`config.mk`:
```
export PLATFORM = sky130hd
export DESIGN_NAME = spi_stat_ctrl
export DESIGN_NICKNAME = d
export VERILOG_FILES = /design/src/rtl/spi_stat_pkg.sv /design/src/rtl/spi_mode_fault.sv /design/src/rtl/spi_flag_cell.sv /design/src/rtl/spi_stat_ctrl.sv
export SDC_FILE = /design/constraint.sdc
export NUM_CORES = 1
export LEC_CHECK = 0
export BUFFER_PORTS_ARGS = -buffer_cell sky130_fd_sc_hd__buf_2
export CAP_MARGIN = 25
export CORE_AREA = 3 3 40 42
export CTS_BUF_LIST = sky130_fd_sc_hd__clkbuf_16
export DETAILED_ROUTE_END_ITERATION = 12
export DIE_AREA = 0 0 43 45
export GPL_ROUTABILITY_DRIVEN = 0
export SYNTH_ARGS = -nofsm -noshare
export SYNTH_HDL_FRONTEND = slang
export SYNTH_HIERARCHICAL = 1
export SYNTH_SLANG_ARGS = --single-unit
```
`constraint.sdc`:
```
create_clock -name clk -period 1.6 [get_ports clk]
set_clock_uncertainty 0.1 [all_clocks]
set_input_delay 0.16 -clock clk [delete_from_list [all_inputs] [get_ports clk]]
set_output_delay 0.16 -clock clk [all_outputs]
set_load 0.05 [all_outputs]
```
`src/rtl/spi_stat_pkg.sv`:
```
package spi_stat_pkg;
  localparam int REG_W   = 8;
  localparam int TC_BIT  = 7;
  localparam int WC_BIT  = 6;
  localparam int SPD_BIT = 0;
  localparam int NFLAG   = 2;
  localparam int FLAG_TC = 0;
  localparam int FLAG_WC = 1;
endpackage

```
`src/rtl/spi_mode_fault.sv`:
```
module spi_mode_fault (
  input  logic clk,
  input  logic rst_n,
  input  logic master_i,
  input  logic ss_in_i,
  input  logic ss_n_i,
  output logic fault_o
);
  logic cond, cond_q;

  assign cond    = master_i & ss_in_i & ~ss_n_i;
  assign fault_o = cond & ~cond_q;

  always_ff @(posedge clk or negedge rst_n) begin
    if (!rst_n) cond_q <= 1'b0;
    else        cond_q <= cond;
  end

  AST_FAULT_ONE_SHOT: assert property (@(posedge clk) disable iff (!rst_n)
    fault_o |=> !fault_o);
endmodule

```
`src/rtl/spi_flag_cell.sv`:
```
module spi_flag_cell #(
  parameter bit HAS_ACK = 1'b0
) (
  input  logic clk,
  input  logic rst_n,
  input  logic set_i,
  input  logic ack_i,
  input  logic stat_rd_i,
  input  logic access_i,
  output logic flag_o
);
  logic armed;
  logic ack_clr;
  logic clr;

  assign ack_clr = HAS_ACK & ack_i;
  assign clr     = (access_i & armed) | ack_clr;

  always_ff @(posedge clk or negedge rst_n) begin
    if (!rst_n) begin
      flag_o <= 1'b0;
      armed  <= 1'b0;
    end else begin
      flag_o <= set_i | (flag_o & ~clr);
      if (clr)                     armed <= 1'b0;
      else if (stat_rd_i && flag_o) armed <= 1'b1;
    end
  end

  AST_ARMED_NEEDS_FLAG: assert property (@(posedge clk) disable iff (!rst_n)
    armed |-> flag_o);
  AST_SET_WINS: assert property (@(posedge clk) disable iff (!rst_n)
    set_i |=> flag_o);
  AST_ARMED_ACCESS_CLEARS: assert property (@(posedge clk) disable iff (!rst_n)
    (access_i && armed && !set_i) |=> !flag_o);
  AST_UNARMED_SURVIVES: assert property (@(posedge clk) disable iff (!rst_n)
    (flag_o && !armed && !ack_clr) |=> flag_o);
  AST_ACK_CLEARS: assert property (@(posedge clk) disable iff (!rst_n)
    (ack_clr && !set_i) |=> !flag_o);
endmodule

```
`src/rtl/spi_stat_ctrl.sv`:
```
module spi_stat_ctrl
  import spi_stat_pkg::*;
#(
  parameter int W       = REG_W,
  parameter int TC_POS  = TC_BIT,
  parameter int WC_POS  = WC_BIT,
  parameter int SPD_POS = SPD_BIT
) (
  input  logic         clk,
  input  logic         rst_n,
  input  logic         stat_rd,
  input  logic         stat_wr,
  input  logic         wr_spd,
  input  logic         data_rd,
  input  logic         data_wr,
  input  logic         xfer_busy,
  input  logic         xfer_done,
  input  logic         master_mode,
  input  logic         ss_is_input,
  input  logic         ss_n,
  input  logic         int_en,
  input  logic         glob_ie,
  input  logic         irq_ack,
  output logic [W-1:0] stat_rdata,
  output logic         irq,
  output logic         speed_double
);
  localparam bit [NFLAG-1:0] ACK_MASK = NFLAG'(1) << FLAG_TC;

  logic             fault;
  logic             access;
  logic             spd_q;
  logic [NFLAG-1:0] set_vec;
  logic [NFLAG-1:0] flags;

  assign access = data_rd | data_wr;

  spi_mode_fault u_fault (
    .clk      (clk),
    .rst_n    (rst_n),
    .master_i (master_mode),
    .ss_in_i  (ss_is_input),
    .ss_n_i   (ss_n),
    .fault_o  (fault)
  );

  always_comb begin
    set_vec          = '0;
    set_vec[FLAG_TC] = xfer_done | fault;
    set_vec[FLAG_WC] = data_wr & xfer_busy;
  end

  for (genvar g = 0; g < NFLAG; g++) begin : g_flag
    spi_flag_cell #(.HAS_ACK(ACK_MASK[g])) u_cell (
      .clk       (clk),
      .rst_n     (rst_n),
      .set_i     (set_vec[g]),
      .ack_i     (irq_ack),
      .stat_rd_i (stat_rd),
      .access_i  (access),
      .flag_o    (flags[g])
    );
  end

  always_ff @(posedge clk or negedge rst_n) begin
    if (!rst_n)       spd_q <= 1'b0;
    else if (stat_wr) spd_q <= wr_spd;
  end

  always_comb begin
    stat_rdata          = '0;
    stat_rdata[TC_POS]  = flags[FLAG_TC];
    stat_rdata[WC_POS]  = flags[FLAG_WC];
    stat_rdata[SPD_POS] = spd_q;
  end

  assign irq          = flags[FLAG_TC] & int_en & glob_ie;
  assign speed_double = spd_q & master_mode;

  AST_SPD_HOLD: assert property (@(posedge clk) disable iff (!rst_n)
    !stat_wr |=> $stable(spd_q));
  AST_WCOL_IGNORES_ACK: assert property (@(posedge clk) disable iff (!rst_n)
    (irq_ack && !access && flags[FLAG_WC]) |=> flags[FLAG_WC]);
  AST_DONE_SETS_TC: assert property (@(posedge clk) disable iff (!rst_n)
    xfer_done |=> stat_rdata[TC_POS]);
endmodule

```
## Yosys cells after proc, flatten, opt, wreduce, memory -nomap -nowiden

Index checks and enable logic that the tools add are counted.

| operators by class | value |
|---|---|
| muxes and demuxes | 4 |
| bitwise gates (word level) | 20 |
| reduce and logical (&&, ||, !) cells | 4 |

Operators by type and width:

| kind | count |
|---|---|
| bitwise AND 1 bit | 11 |
| OR 1 bit | 5 |
| 2-to-1 mux 1 bit | 4 |
| inverter 1 bit | 4 |
| nonzero test 2 bit | 2 |
| logical AND 1 bit | 2 |

| storage, ports and cells | value |
|---|---|
| register bits after elaboration | 6 |
| bits of input ports | 15 |
| output and inout port bits | 10 |
| word-level logic and storage cells | 34 |

## Logic depth before layout (Yosys ltp)

| depth | value |
|---|---|
| word-level depth | 6 |
| depth in mapped cells | 3 |
| depth with buffers taken out | 3 |

## Cells and area by module

The synthesis kept the hierarchy.

By module, submodules not included:

| module | times used | cells each | area an instance (µm²) | seq. area each (µm²) |
|---|---|---|---|---|
| spi_stat_ctrl | 1 | 14 | 120.1 | 25.0 |
| spi_flag_cell at g_flag[0].u_cell | 1 | 8 | 85.1 | 50.0 |
| spi_flag_cell at g_flag[1].u_cell | 1 | 6 | 75.1 | 50.0 |
| spi_mode_fault | 1 | 3 | 47.5 | 25.0 |

## Least setup slack after synthesis

OpenSTA, ideal clock, no wires.

| timing path | value |
|---|---|
| path type | register -> output |
| start | register g_flag[0].u_cell.flag_o |
| end | output port irq |
| arrival | 1.167 ns |
| required time | 1.340 ns |
| setup slack | 0.173 ns |
| cell stages (with the launch flop) | 2 |
| path buffers | 0 |
| cells stage by stage | dfrtp_1 > and3_1 |

| on the way | value |
|---|---|
| longest elaborated chain between the ends | 2 |

Ends and longest elaborated chain:

| what | line | source |
|---|---|---|
| start: declaration | spi_flag_cell.sv:10 | `output logic flag_o` |
| start signal: assignment | spi_flag_cell.sv:24 | `flag_o <= set_i \| (flag_o & ~clr);` |
| bitwise AND 1 bit (2 in series) | spi_stat_ctrl.sv:77 | `assign irq = flags[FLAG_TC] & int_en & glob_ie;` |
| end: declaration | spi_stat_ctrl.sv:25 | `output logic irq,` |

No other way between the ends.

## Worst setup path after layout

Ends and elaborated chain as after synthesis.

==> flow_summary.yaml <==
yosys:
  netlist_instances: 31
  synth.distinct_cells: 17
  synth_compound_area_frac: 0.0649
  muxShareOfSynthArea: 0.0763
  synth_seq_cells: 6
  netlist_area_sq_um: 328
  syn_avg_cell_area_sq_um: 10.6
  synth_top_family_by_area: "simple AND/OR/NAND/NOR gates"
  synth_top_area_frac: 0.458
  synthAdderAreaFrac: 0
  yosysWarningCount: 6
  yosys.area_share.simple: 0.240
  synthXorXnorAreaFrac: 0
  ys_seq_area_frac: 0.458
  yosysTopAreaCell: "dfrtp_1"
  synth_area_leaders: "dfrtp_1 (46%), buf_4 (14%), mux2_4 (4.6%)"
critical_path:
  cp_slowest_stage_delay_ps: 390
  rr_startpoint: "u_fault/cond_q"
  cp.required_ps: 1340
  crit_slowest_cell: "dfrtp_1"
  rr_endpoint: "g_flag[0].u_cell/flag_o"
  cp_cell_sequence: "and3_1 -> buf_2"
  crit_path_start_kind: "register"
  reg2regPathDepth: 3
  critPathArrivalTime_ps: 1040
  critical_path_class: "reg -> out"
  r2r_slack_ps: 380
  end_kind: "output port"
  cp_max_fo: 4
power_and_ir_drop:
  ir_drop_v: 0.00121
  cellPowerDensity_mw_per_mm2: 1460
  p_leak_nw: 0.270
  total_power_w: 0.000726
floorplanning:
  pin_count: 25
  rows: 13
  start_util: 0.255
  die_y_um: 45
  core-area_sq_mm: 0.00128
  dieArea_sq_mm: 0.00194
  die_x_um: 43
drt:
  drc: 0
  antenna_left: 0
  wl_per_cell_um: 9.01
  first_iter_violations: 1
  routed_wl_um: 604
  vias_per_cell: 3.90
  drtPass1Iterations: 4
  vias: 261
placed_design:
  portBuffers: 19
  dp.cells: 63
  placed_area_sq_um: 412
timing:
  period_share: 0.810
  maxSlewViolCount: 0
  period_minus_slack_ps: 1300
  fmax_mhz: 772
  timing.setup.tns_ps: 0
  rsz0062_at_grt: "no"
  setup_viol: 0
  finalHoldViolCount: 0
cells_and_area:
  stdcell_area_sq_um: 497
  finalNonFillerCells: 67
  final_util: 0.387
  n_fill_cell: 127
  final_layout_size_suffix_gt1_frac: 0.538
  layout.nets: 69
  area_growth_pct: 51.5
  n_antenna_cell: 0
clocking:
  clock_tree.buffer_depth: 2
  cts.sinks: 6
  htree_levels: 1
  root_buffer: "clkbuf_16"
  cts_tree: "done"
  postCtsResizedCells: 0
  insertion_delay_ps: 220
  clk_pin_slew_worst_paths_ps: 30
  cts_buffers: 3
job:
  drv_cap: 0
min_path:
  worstHoldStart: "irq_ack"
  whs_endpoint: "g_flag[0].u_cell/armed"
  hold_path_depth: 2
  hold_class: "in -> reg"
global_routing:
  grt_antenna_before_repair: 0
  track_usage: 0.0671
  grt_pass1_vias: 243
  grt_pass1_wl_um: 924
  grt_overflow: 0
  grt_start_max_net_pins: 7
status:
  status: "complete, no violations"
[what timing repair did]
action,4_1_cts,5_1_grt
endpoints found under the hold margin,6,0
hold buffers,1,0
buffers inserted,0,0
[cell usage in the layout (no fill, tap or decap)]
| master | n |
|---|---|
| and3_1 | 1 |
| and4bb_2 | 1 |
| or2_2 | 2 |
| a31o_2 | 1 |
| mux2i_1 | 1 |
| mux2_4 | 1 |
| and3b_2 | 1 |
| a21o_1 | 1 |
| dfrtp_1 | 6 |
| nand2_1 | 3 |
| nand2b_1 | 1 |
| clkbuf_16 | 3 |
| dlygate4sd3_1 | 1 |
| nand3b_1 | 1 |
| a21oi_1 | 1 |
| buf_2 | 19 |
| conb_1 | 5 |
| inv_1 | 1 |
| and2_1 | 2 |
[power breakdown]
part	internal, W	switching [W]
clock network	0.000320	0.0000742
registers	0.000172	0.0000125
logic	0.0000463	0.000101
[synthesized netlist by cell type, drive strengths merged]
cell type	count
a21o	1
a21oi	1
a31o	1
and2	2
and3	1
and3b	1
and4bb	1
buf	6
conb	1
dfrtp	6
inv	1
mux2	1
mux2i	1
nand2	3
nand2b	1
nand3b	1
or2	2
[kinds of logic after synthesis]
| group | Yosys count |
|---|---|
| buffers and inverters | 7 |
| other | 1 |
| AO/OA/AOI/OAI | 3 |
| flip-flops | 6 |
| multiplexers | 2 |
| AND/OR/NAND/NOR | 12 |
[final cells by class]
cell class	count	area, sq um	area share
flip-flops and latches	6	150	0.302
multi-input cells	22	144	0.290
repair buffers	20	105	0.212
clock buffers	3	75.1	0.151
well taps	15	18.8	0.0378
inverters	1	3.75	0.00756
[metal layers]
metal / up-vias / share of wire / GRT usage / wire length (um)
li1: 133 / - / - / -
met1: 107 / 0.47 / 0.0862 / 282
met2: 21 / 0.37 / 0.0868 / 226
met3: 0 / 0.16 / 0.0518 / 95
met4: 0 / 0 / 0.0181 / 0
met5: - / 0 / 0 / 0
[how the worst max path moves through the flow]
stage                                       start                       to  depth (start not counted)
after floorplan           g_flag[0].u_cell/flag_o                      irq                          1
after global placement             u_fault/cond_q  g_flag[0].u_cell/flag_o                          3
after detailed placement           u_fault/cond_q  g_flag[0].u_cell/flag_o                          3
after CTS                 g_flag[0].u_cell/flag_o                      irq                          2
after global routing      g_flag[0].u_cell/flag_o                      irq                          2
final                     g_flag[0].u_cell/flag_o                      irq                          2
[registers in the layout, indices dropped and copies added, names as in the netlist]
name,cells
g_flag.u_cell/armed,2
spd_q,1
g_flag.u_cell/flag_o,2
u_fault/cond_q,1
[critical path, delay by kind of cell, from the launching register on]
kind	cells	cell delay (ps)
buffers and inverters	1	250
flip-flops	1	390
AND/OR/NAND/NOR	1	160
[per-stage QoR]
| stage | setup slack, ps | hold slack [ps] |
|---|---|---|
| floorplan | 173 | -236 |
| global placement | 396 | -108 |
| detailed placement | 385 | -108 |
| CTS | 301 | 0.619 |
| global route | 275 | 9.76 |
| finish | 305 | 11.1 |
Power figures use the tool's default switching activity.
